[src/rtl/ocd_pkg.sv]
package ocd_pkg;

    typedef enum logic [1:0] {
        RSN_NONE  = 2'd0,
        RSN_PEAK  = 2'd1,
        RSN_SUST  = 2'd2,
        RSN_BURST = 2'd3
    } reason_e;

    typedef enum logic [1:0] {
        ST_MONITOR = 2'd0,
        ST_TRIP    = 2'd1,
        ST_LATCHED = 2'd2
    } trip_state_e;

endpackage

[src/rtl/ocd_peak_det.sv]
module ocd_peak_det #(
    parameter int MAG_W = 12,
    parameter int RUN_W = 6
) (
    input  logic             clk,
    input  logic             rst_n,
    input  logic             flush,
    input  logic             smp_valid,
    input  logic             smp_blank,
    input  logic [MAG_W-1:0] smp_mag,
    input  logic [MAG_W-1:0] limit,
    input  logic [RUN_W-1:0] need,
    output logic             over,
    output logic             hit
);
    localparam logic [RUN_W-1:0] RUN_MAX = {RUN_W{1'b1}};

    logic [RUN_W-1:0] run_q;
    logic [RUN_W-1:0] need_eff;
    logic             qual;

    assign qual     = smp_valid && !smp_blank && !flush;
    assign over     = smp_mag > limit;
    assign need_eff = (need == '0) ? RUN_W'(1) : need;
    assign hit      = qual && over && (({1'b0, run_q} + 1'b1) >= {1'b0, need_eff});

    always_ff @(posedge clk) begin
        if (!rst_n || flush) begin
            run_q <= '0;
        end else if (qual) begin
            if (over) begin
                if (run_q != RUN_MAX) run_q <= run_q + 1'b1;
            end else begin
                run_q <= '0;
            end
        end
    end

    // a blanked sample leaves the peak run untouched
    assert_blank_run_R5: assert property (@(posedge clk) disable iff (!rst_n)
        (smp_valid && smp_blank && !flush) |=> $stable(run_q));

    // a qualified sample at or below the limit restarts the run
    assert_run_restart_R3: assert property (@(posedge clk) disable iff (!rst_n)
        (qual && !over) |=> (run_q == '0));

endmodule

[src/rtl/ocd_sust_det.sv]
module ocd_sust_det #(
    parameter int MAG_W  = 12,
    parameter int SHIFT  = 3,
    parameter int PERS_W = 8
) (
    input  logic              clk,
    input  logic              rst_n,
    input  logic              flush,
    input  logic              smp_valid,
    input  logic              smp_blank,
    input  logic [MAG_W-1:0]  smp_mag,
    input  logic [MAG_W-1:0]  limit,
    input  logic [PERS_W-1:0] need,
    output logic              hit
);
    localparam int ACC_W = MAG_W + SHIFT;
    localparam logic [PERS_W-1:0] PERS_MAX = {PERS_W{1'b1}};

    logic [ACC_W-1:0]  acc_q;
    logic [ACC_W-1:0]  acc_next;
    logic [PERS_W-1:0] pers_q;
    logic [PERS_W-1:0] need_eff;
    logic              qual;
    logic              above;

    assign qual     = smp_valid && !smp_blank && !flush;
    assign acc_next = acc_q - (acc_q >> SHIFT) + ACC_W'(smp_mag);
    // average (acc_next >> SHIFT) strictly greater than limit
    assign above    = acc_next > {limit, {SHIFT{1'b1}}};
    assign need_eff = (need == '0) ? PERS_W'(1) : need;
    assign hit      = qual && above && (({1'b0, pers_q} + 1'b1) >= {1'b0, need_eff});

    always_ff @(posedge clk) begin
        if (!rst_n || flush) begin
            acc_q  <= '0;
            pers_q <= '0;
        end else if (qual) begin
            acc_q <= acc_next;
            if (above) begin
                if (pers_q != PERS_MAX) pers_q <= pers_q + 1'b1;
            end else begin
                pers_q <= '0;
            end
        end
    end

    // blanked samples do not enter the running average
    assert_blank_avg_R5: assert property (@(posedge clk) disable iff (!rst_n)
        (smp_valid && smp_blank && !flush) |=> ($stable(acc_q) && $stable(pers_q)));

    // while the fault is held the long window stays empty
    assert_flush_empty_R8: assert property (@(posedge clk) disable iff (!rst_n)
        flush |=> (acc_q == '0));

endmodule

[src/rtl/ocd_burst_det.sv]
module ocd_burst_det #(
    parameter int BURST_W = 6,
    parameter int WIN_W   = 10
) (
    input  logic               clk,
    input  logic               rst_n,
    input  logic               flush,
    input  logic               smp_valid,
    input  logic               smp_blank,
    input  logic               over,
    input  logic [BURST_W-1:0] max_bursts,
    input  logic [WIN_W-1:0]   win_len,
    output logic               hit
);
    localparam logic [BURST_W-1:0] BURST_SAT = {BURST_W{1'b1}};

    logic [WIN_W-1:0]   wcnt_q;
    logic [BURST_W-1:0] bcnt_q;
    logic               prev_q;
    logic               qual;
    logic               start;
    logic               last;

    assign qual  = smp_valid && !smp_blank && !flush;
    assign start = qual && over && !prev_q;
    assign last  = (win_len == '0) || (wcnt_q >= (win_len - 1'b1));
    assign hit   = start && (bcnt_q >= max_bursts);

    always_ff @(posedge clk) begin
        if (!rst_n || flush) begin
            wcnt_q <= '0;
            bcnt_q <= '0;
            prev_q <= 1'b0;
        end else if (smp_valid) begin
            if (qual) prev_q <= over;
            if (last) begin
                wcnt_q <= '0;
                bcnt_q <= '0;
            end else begin
                wcnt_q <= wcnt_q + 1'b1;
                if (start && bcnt_q != BURST_SAT) bcnt_q <= bcnt_q + 1'b1;
            end
        end
    end

    // the burst count is empty after the last sample of an interval
    assert_interval_reset_R7: assert property (@(posedge clk) disable iff (!rst_n)
        (smp_valid && !flush && last) |=> (bcnt_q == '0));

    // a blanked sample cannot open a burst
    assert_blank_no_burst_R5: assert property (@(posedge clk) disable iff (!rst_n)
        (smp_valid && smp_blank && !flush) |=> $stable(prev_q));

endmodule

[src/rtl/ocd_trip_fsm.sv]
module ocd_trip_fsm
    import ocd_pkg::*;
(
    input  logic    clk,
    input  logic    rst_n,
    input  logic    hit_peak,
    input  logic    hit_sust,
    input  logic    hit_burst,
    input  logic    fault_clr,
    output logic    fault,
    output logic    trip_req,
    output reason_e reason
);
    trip_state_e state_q, state_d;
    reason_e     reason_q, cause;
    logic        any_hit;

    assign any_hit = hit_peak || hit_sust || hit_burst;

    always_comb begin
        if (hit_peak)      cause = RSN_PEAK;
        else if (hit_sust) cause = RSN_SUST;
        else if (hit_burst) cause = RSN_BURST;
        else               cause = RSN_NONE;
    end

    always_comb begin
        state_d = state_q;
        unique case (state_q)
            ST_MONITOR: if (any_hit)   state_d = ST_TRIP;
            ST_TRIP:                   state_d = ST_LATCHED;
            ST_LATCHED: if (fault_clr) state_d = ST_MONITOR;
            default:                   state_d = ST_MONITOR;
        endcase
    end

    always_ff @(posedge clk) begin
        if (!rst_n) begin
            state_q  <= ST_MONITOR;
            reason_q <= RSN_NONE;
        end else begin
            state_q <= state_d;
            if (state_q == ST_MONITOR && any_hit)
                reason_q <= cause;
            else if (state_q == ST_LATCHED && fault_clr)
                reason_q <= RSN_NONE;
        end
    end

    always_comb begin
        fault    = (state_q != ST_MONITOR);
        trip_req = (state_q == ST_TRIP);
        reason   = reason_q;
    end

    // the request to open the switch is a single-cycle pulse
    assert_trip_pulse_R8: assert property (@(posedge clk) disable iff (!rst_n)
        trip_req |=> !trip_req);

    // without a clear the fault holds
    assert_fault_holds_R8: assert property (@(posedge clk) disable iff (!rst_n)
        (fault && !fault_clr) |=> fault);

    // a held fault always carries a cause, an idle block none
    assert_reason_set_R9: assert property (@(posedge clk) disable iff (!rst_n)
        fault |-> (reason != RSN_NONE));

    assert_reason_idle_R1: assert property (@(posedge clk) disable iff (!rst_n)
        !fault |-> (reason == RSN_NONE));

endmodule

[src/rtl/ocp_discriminator.sv]
module ocp_discriminator
    import ocd_pkg::*;
#(
    parameter int MAG_W     = 12,
    parameter int RUN_W     = 6,
    parameter int AVG_SHIFT = 3,
    parameter int PERS_W    = 8,
    parameter int BURST_W   = 6,
    parameter int WIN_W     = 10,
    parameter int CNT_W     = 8
) (
    input  logic               clk,
    input  logic               rst_n,
    input  logic               smp_valid,
    input  logic [MAG_W-1:0]   smp_mag,
    input  logic               smp_blank,
    input  logic               range_hi,
    input  logic [MAG_W-1:0]   cfg_peak_lo,
    input  logic [MAG_W-1:0]   cfg_peak_hi,
    input  logic [MAG_W-1:0]   cfg_sust_lo,
    input  logic [MAG_W-1:0]   cfg_sust_hi,
    input  logic [RUN_W-1:0]   cfg_peak_run,
    input  logic [PERS_W-1:0]  cfg_persist,
    input  logic [BURST_W-1:0] cfg_burst_max,
    input  logic [WIN_W-1:0]   cfg_burst_win,
    input  logic               fault_clr,
    output logic               fault,
    output logic               trip_req,
    output logic [1:0]         trip_reason,
    output logic [CNT_W-1:0]   cnt_peak,
    output logic [CNT_W-1:0]   cnt_sust,
    output logic [CNT_W-1:0]   cnt_burst
);
    localparam int N_RSN = 3;
    localparam logic [CNT_W-1:0] CNT_SAT = {CNT_W{1'b1}};

    logic [MAG_W-1:0] peak_lim, sust_lim;
    logic             over, hit_peak, hit_sust, hit_burst;
    reason_e          reason;
    logic [CNT_W-1:0] cnt_q [N_RSN];

    assign peak_lim = range_hi ? cfg_peak_hi : cfg_peak_lo;
    assign sust_lim = range_hi ? cfg_sust_hi : cfg_sust_lo;

    ocd_peak_det #(.MAG_W(MAG_W), .RUN_W(RUN_W)) u_peak (
        .clk(clk), .rst_n(rst_n), .flush(fault),
        .smp_valid(smp_valid), .smp_blank(smp_blank), .smp_mag(smp_mag),
        .limit(peak_lim), .need(cfg_peak_run), .over(over), .hit(hit_peak)
    );

    ocd_sust_det #(.MAG_W(MAG_W), .SHIFT(AVG_SHIFT), .PERS_W(PERS_W)) u_sust (
        .clk(clk), .rst_n(rst_n), .flush(fault),
        .smp_valid(smp_valid), .smp_blank(smp_blank), .smp_mag(smp_mag),
        .limit(sust_lim), .need(cfg_persist), .hit(hit_sust)
    );

    ocd_burst_det #(.BURST_W(BURST_W), .WIN_W(WIN_W)) u_burst (
        .clk(clk), .rst_n(rst_n), .flush(fault),
        .smp_valid(smp_valid), .smp_blank(smp_blank), .over(over),
        .max_bursts(cfg_burst_max), .win_len(cfg_burst_win), .hit(hit_burst)
    );

    ocd_trip_fsm u_fsm (
        .clk(clk), .rst_n(rst_n),
        .hit_peak(hit_peak), .hit_sust(hit_sust), .hit_burst(hit_burst),
        .fault_clr(fault_clr), .fault(fault), .trip_req(trip_req), .reason(reason)
    );

    assign trip_reason = reason;

    for (genvar g = 0; g < N_RSN; g++) begin : g_cnt
        always_ff @(posedge clk) begin
            if (!rst_n)
                cnt_q[g] <= '0;
            else if (trip_req && trip_reason == 2'(g + 1) && cnt_q[g] != CNT_SAT)
                cnt_q[g] <= cnt_q[g] + 1'b1;
        end

        // trip counters never move backwards
        assert_cnt_mono_R10: assert property (@(posedge clk) disable iff (!rst_n)
            1'b1 |=> (cnt_q[g] >= $past(cnt_q[g])));
    end

    assign cnt_peak  = cnt_q[0];
    assign cnt_sust  = cnt_q[1];
    assign cnt_burst = cnt_q[2];

endmodule

[config.mk]
export PLATFORM = sky130hd
export DESIGN_NAME = ocp_discriminator
export DESIGN_NICKNAME = d
export VERILOG_FILES = /design/src/rtl/ocd_pkg.sv /design/src/rtl/ocd_peak_det.sv /design/src/rtl/ocd_sust_det.sv /design/src/rtl/ocd_burst_det.sv /design/src/rtl/ocd_trip_fsm.sv /design/src/rtl/ocp_discriminator.sv
export SDC_FILE = /design/constraint.sdc
export NUM_CORES = 1
export LEC_CHECK = 0
export ABC_AREA = 1
export BUFFER_PORTS_ARGS = -buffer_cell sky130_fd_sc_hd__buf_2
export CAP_MARGIN = 10
export CORE_AREA = 5 5 193 102
export DETAILED_ROUTE_END_ITERATION = 16
export DIE_AREA = 0 0 198 107
export SLEW_MARGIN = 5
export SYNTH_ARGS = -nofsm -noshare
export SYNTH_HDL_FRONTEND = slang
export SYNTH_HIERARCHICAL = 1
export SYNTH_SLANG_ARGS = --single-unit
export TNS_END_PERCENT = 100
[constraint.sdc]
create_clock -name clk -period 10.9 [get_ports clk]
set_clock_uncertainty 0.05 [all_clocks]
set_input_delay 2.18 -clock clk [delete_from_list [all_inputs] [get_ports clk]]
set_output_delay 2.18 -clock clk [all_outputs]
set_load 0.1 [all_outputs]
==> results by group <==
Global route
  – Initial antenna violation count: 0
  – Vias in the first global route: 5407
  – Largest net degree at the start of global routing: 26
  – Remaining Overflow, GRT: 0
  – GRT Overall Usage: 0.167
  – First-pass GRT wire length: 28300 um

Worst setup path
  – WP buf/inv: 2
  – Setup crit end kind: flip-flop
  – CP Class: primary input to flip-flop
  – Crit start category: primary input
  – Crit path max fanout: 5
  – Top delay family on crit path: simple AND/OR/NAND/NOR gates
  – R2R cell count: 25
  – Most used cell, CP: nand2_1
  – Crit. path cell count: 24
  – Critical-path top delay cell: fa_1
  – Crit path DAT: 5.92 ns
  – Critical Path, Cell by Cell: buf_2 -> inv_1 -> fa_1 -> fa_1 -> o21ai_0 -> nand2_1 -> nand2_1 -> nand3_1 -> nand3_1 -> nand2_1 -> ha_1 -> nand2_1 -> nor2_1 -> nand2_1 -> nor2_2 -> nand2_1 -> nand3_1 -> nand3_1 -> a21oi_1 -> nor2_1 -> nand2_1 -> nand2_2 -> nand3_1 -> a21oi_2
  – Data required, critical path: 11.07 ns
  – CP peak stage delay: ~0.54 ns

Floorplanning
  – Row count: 35
  – DIE AREA: 21200 um^2
  – Die Height: 107 um
  – Die Wd: between 150 and 200 um
  – Top Ports: 124
  – Initial Utilization: 0.391
  – Core area: 17900 um^2

Synth
  – EDFF count, synth: 24
  – Post-synth top flop: dfxtp_1
  – Top cells by count, synth: inv_1, nand2_1, nor2_1
  – Area leader, netlist: dfxtp_1
  – Net Count, Synth: 1172
  – Syn Std Cell Area: 6990 um^2
  – Syn Area/Cell: just over 7 um^2
  – Yosys warns: 6
  – Yosys cell types: between 40 and 50
  – Sequential fraction of the synthesis area: 0.246
  – Synth top area share: 0.143
  – Async set-reset flop share out of synthesis: 0
  – Mapped Cells: 986
  – Dominant cells by area after synthesis: dfxtp_1, ha_1, inv_1
  – Yosys reg bits: 74
  – Most frequent cell after synthesis: inv_1

STA
  – WHS: 0.417 ns
  – Crit share post-route: 0.528
  – Final min period: 5.75 ns
  – Final Hold Fails: 0
  – Peak Freq: 174 MHz
  – Final worst setup slack: 5.15 ns
  – Finish-stage setup viols: 0
  – Slew @ Worst Pin: 0.810 ns
  – Max-slew headroom: 0.458
  – RSZ-0062 raised after global routing: no
  – Final Max Slew Viols: 0
  – Setup TNS: 0 ns

Route
  – WL met3: 1160 um
  – WL final: 17800 um
  – Met2 WL post-DR: 5620 um
  – DRC: 0
  – Initial DRC count: about 450
  – Per-cell routed wire length: 13.1 um
  – M1 WL: 10900 um
  – Via count: 6275
  – Highest metal used: met4
  – Drt pass-1 iters: 5
  – Post-DRT Antenna Nets: 0
  – Routed vias/inst: 4.62

Pwr
  – Net switching power: approximately 0.48 mW
  – Final Power: 1.11 mW
  – Leak: roughly 4.3 nW
  – Power Dens Cells: 136 nW/um^2
  – Power share of the combinational group: 0.454
  – Sw Share: 0.430
  – Sequential Power Share: 0.287
  – Peak VDD IR: between 0.08 and 0.09 mV
  – Clock share of power: 0.258
  – Internal power: around 0.63 mW

Layout
  – Ant. Diodes: 0
  – Layout cells sized above 1: 0.184
  – Cell area after layout: 8120 um^2
  – Final #Nets: about 1300
  – P&R area growth vs syn: 16.3%
  – Layout fillers: 1842

Hold path
  – Hold Path Depth: 2
  – Worst Hold Class: flip-flop to flip-flop

Placement
  – Hpwl dp: 14900 um
  – RePlAce Congestion: 0.912
  – Port Buf Inserts: roughly 120
  – Placed Area: about 8000 um^2
  – Pre-CTS setup slack: 4.85 ns

Status
  – Status: finished, final reports clean

Flow run
  – Max-cap viol count: 0

CTS
  – Clk root buf: clkbuf_16
  – CTS clk-pin slew, worst paths: 0.06 ns
  – H-Tree Level Count: 3
  – Post-CTS resize count: 0
  – Sink Count: 74
  – Clk_lat worst skew: 0.33 ns
  – Cts hold-fix bufs: 0
  – TritonCTS Buffers: 9
  – TritonCTS clock tree: built
  – Post-CTS setup buffer count: 0
  – Clock Path Buffers: 2
power by group through the flow:
| stage | registers, mW | logic [mW] | clock network, mW |
|---|---|---|---|
| 2_1_floorplan | 0.343 | 0.338 | 0 |
| 3_3_place_gp | 0.323 | 0.490 | 0 |
| 3_5_place_dp | 0.323 | 0.490 | 0 |
| 4_1_cts | 0.317 | 0.494 | 0.295 |
| 5_1_grt | 0.320 | 0.568 | 0.307 |
| 6_report | 0.318 | 0.502 | 0.286 |
through the flow:
step	utilization	std cells
finish	0.455	1357
global route	0.455	1357
CTS	0.455	1357
detailed placement	0.439	1341
global placement	0.439	1341
floorplan	-	986
worst min-delay path: stages, from the launching register on:
cell and delay, ns:
dfxtp_1 0.30, inv_1 0.07, a21oi_1 0.06
final timing paths:
| path | slack, ns | end | start |
|---|---|---|---|
| hold / removal | 0.42 | u_sust/acc_q[0] | u_sust/acc_q[0] |
| setup reg to reg | 6.78 | u_fsm/reason[1] | u_sust/acc_q[3] |
| setup / recovery | 5.15 | u_fsm/reason[1] | smp_mag[1] |
| hold reg to reg | 0.42 | u_sust/acc_q[0] | u_sust/acc_q[0] |
layer usage:
metal / vias up / track usage
li1: 3367 / -
met1: 2744 / 0.298
met2: 156 / 0.188
met3: 8 / 0.0367
met4: 0 / 0.0250
met5: - / 0
flip-flops by register name, indices dropped and copies added, names as in the netlist:
register,flops
cnt_q,24
u_burst/prev_q,1
u_sust/acc_q,15
u_burst/wcnt_q,10
u_burst/bcnt_q,6
u_sust/pers_q,8
u_fsm/state_q,2
u_peak/run_q,6
u_fsm/reason,2
cell usage in the layout (no fill, tap or decap), types with 10 or more instances in the layout:
| cell type | n |
|---|---|
| a21oi_1 | 64 |
| buf_2 | 123 |
| dfxtp_1 | 50 |
| edfxtp_1 | 24 |
| fa_1 | 12 |
| ha_1 | 78 |
| inv_1 | 214 |
| mux2_2 | 23 |
| nand2_1 | 199 |
| nand3_1 | 59 |
| nand4_1 | 11 |
| nor2_1 | 102 |
| nor3_1 | 11 |
| o21ai_0 | 24 |
| xnor2_1 | 10 |
| xor2_1 | 29 |
area by class of cell:
cell class | instances | area, um^2 | area share
multi-input cells | 685 | 4380 | 0.539
clock inverters | 7 | 57.6 | 0.00709
flip-flops and latches | 74 | 1720 | 0.212
repair buffers | 123 | 616 | 0.0758
well taps | 240 | 300 | 0.0370
inverters | 219 | 822 | 0.101
clock buffers | 9 | 225 | 0.0277
kinds of logic (layout without fill, tap and decap cells):
group / after synthesis / count (layout) / share of synthesized area
simple gates: 428 / 428 / 0.284
buf+inv: 227 / 358 / 0.126
compound gates: 104 / 104 / 0.0806
fa+ha+maj: 90 / 90 / 0.174
flops: 74 / 74 / 0.246
xor+xnor: 39 / 39 / 0.0489
mux: 24 / 24 / 0.0392
(Power assumes the default switching activity.)
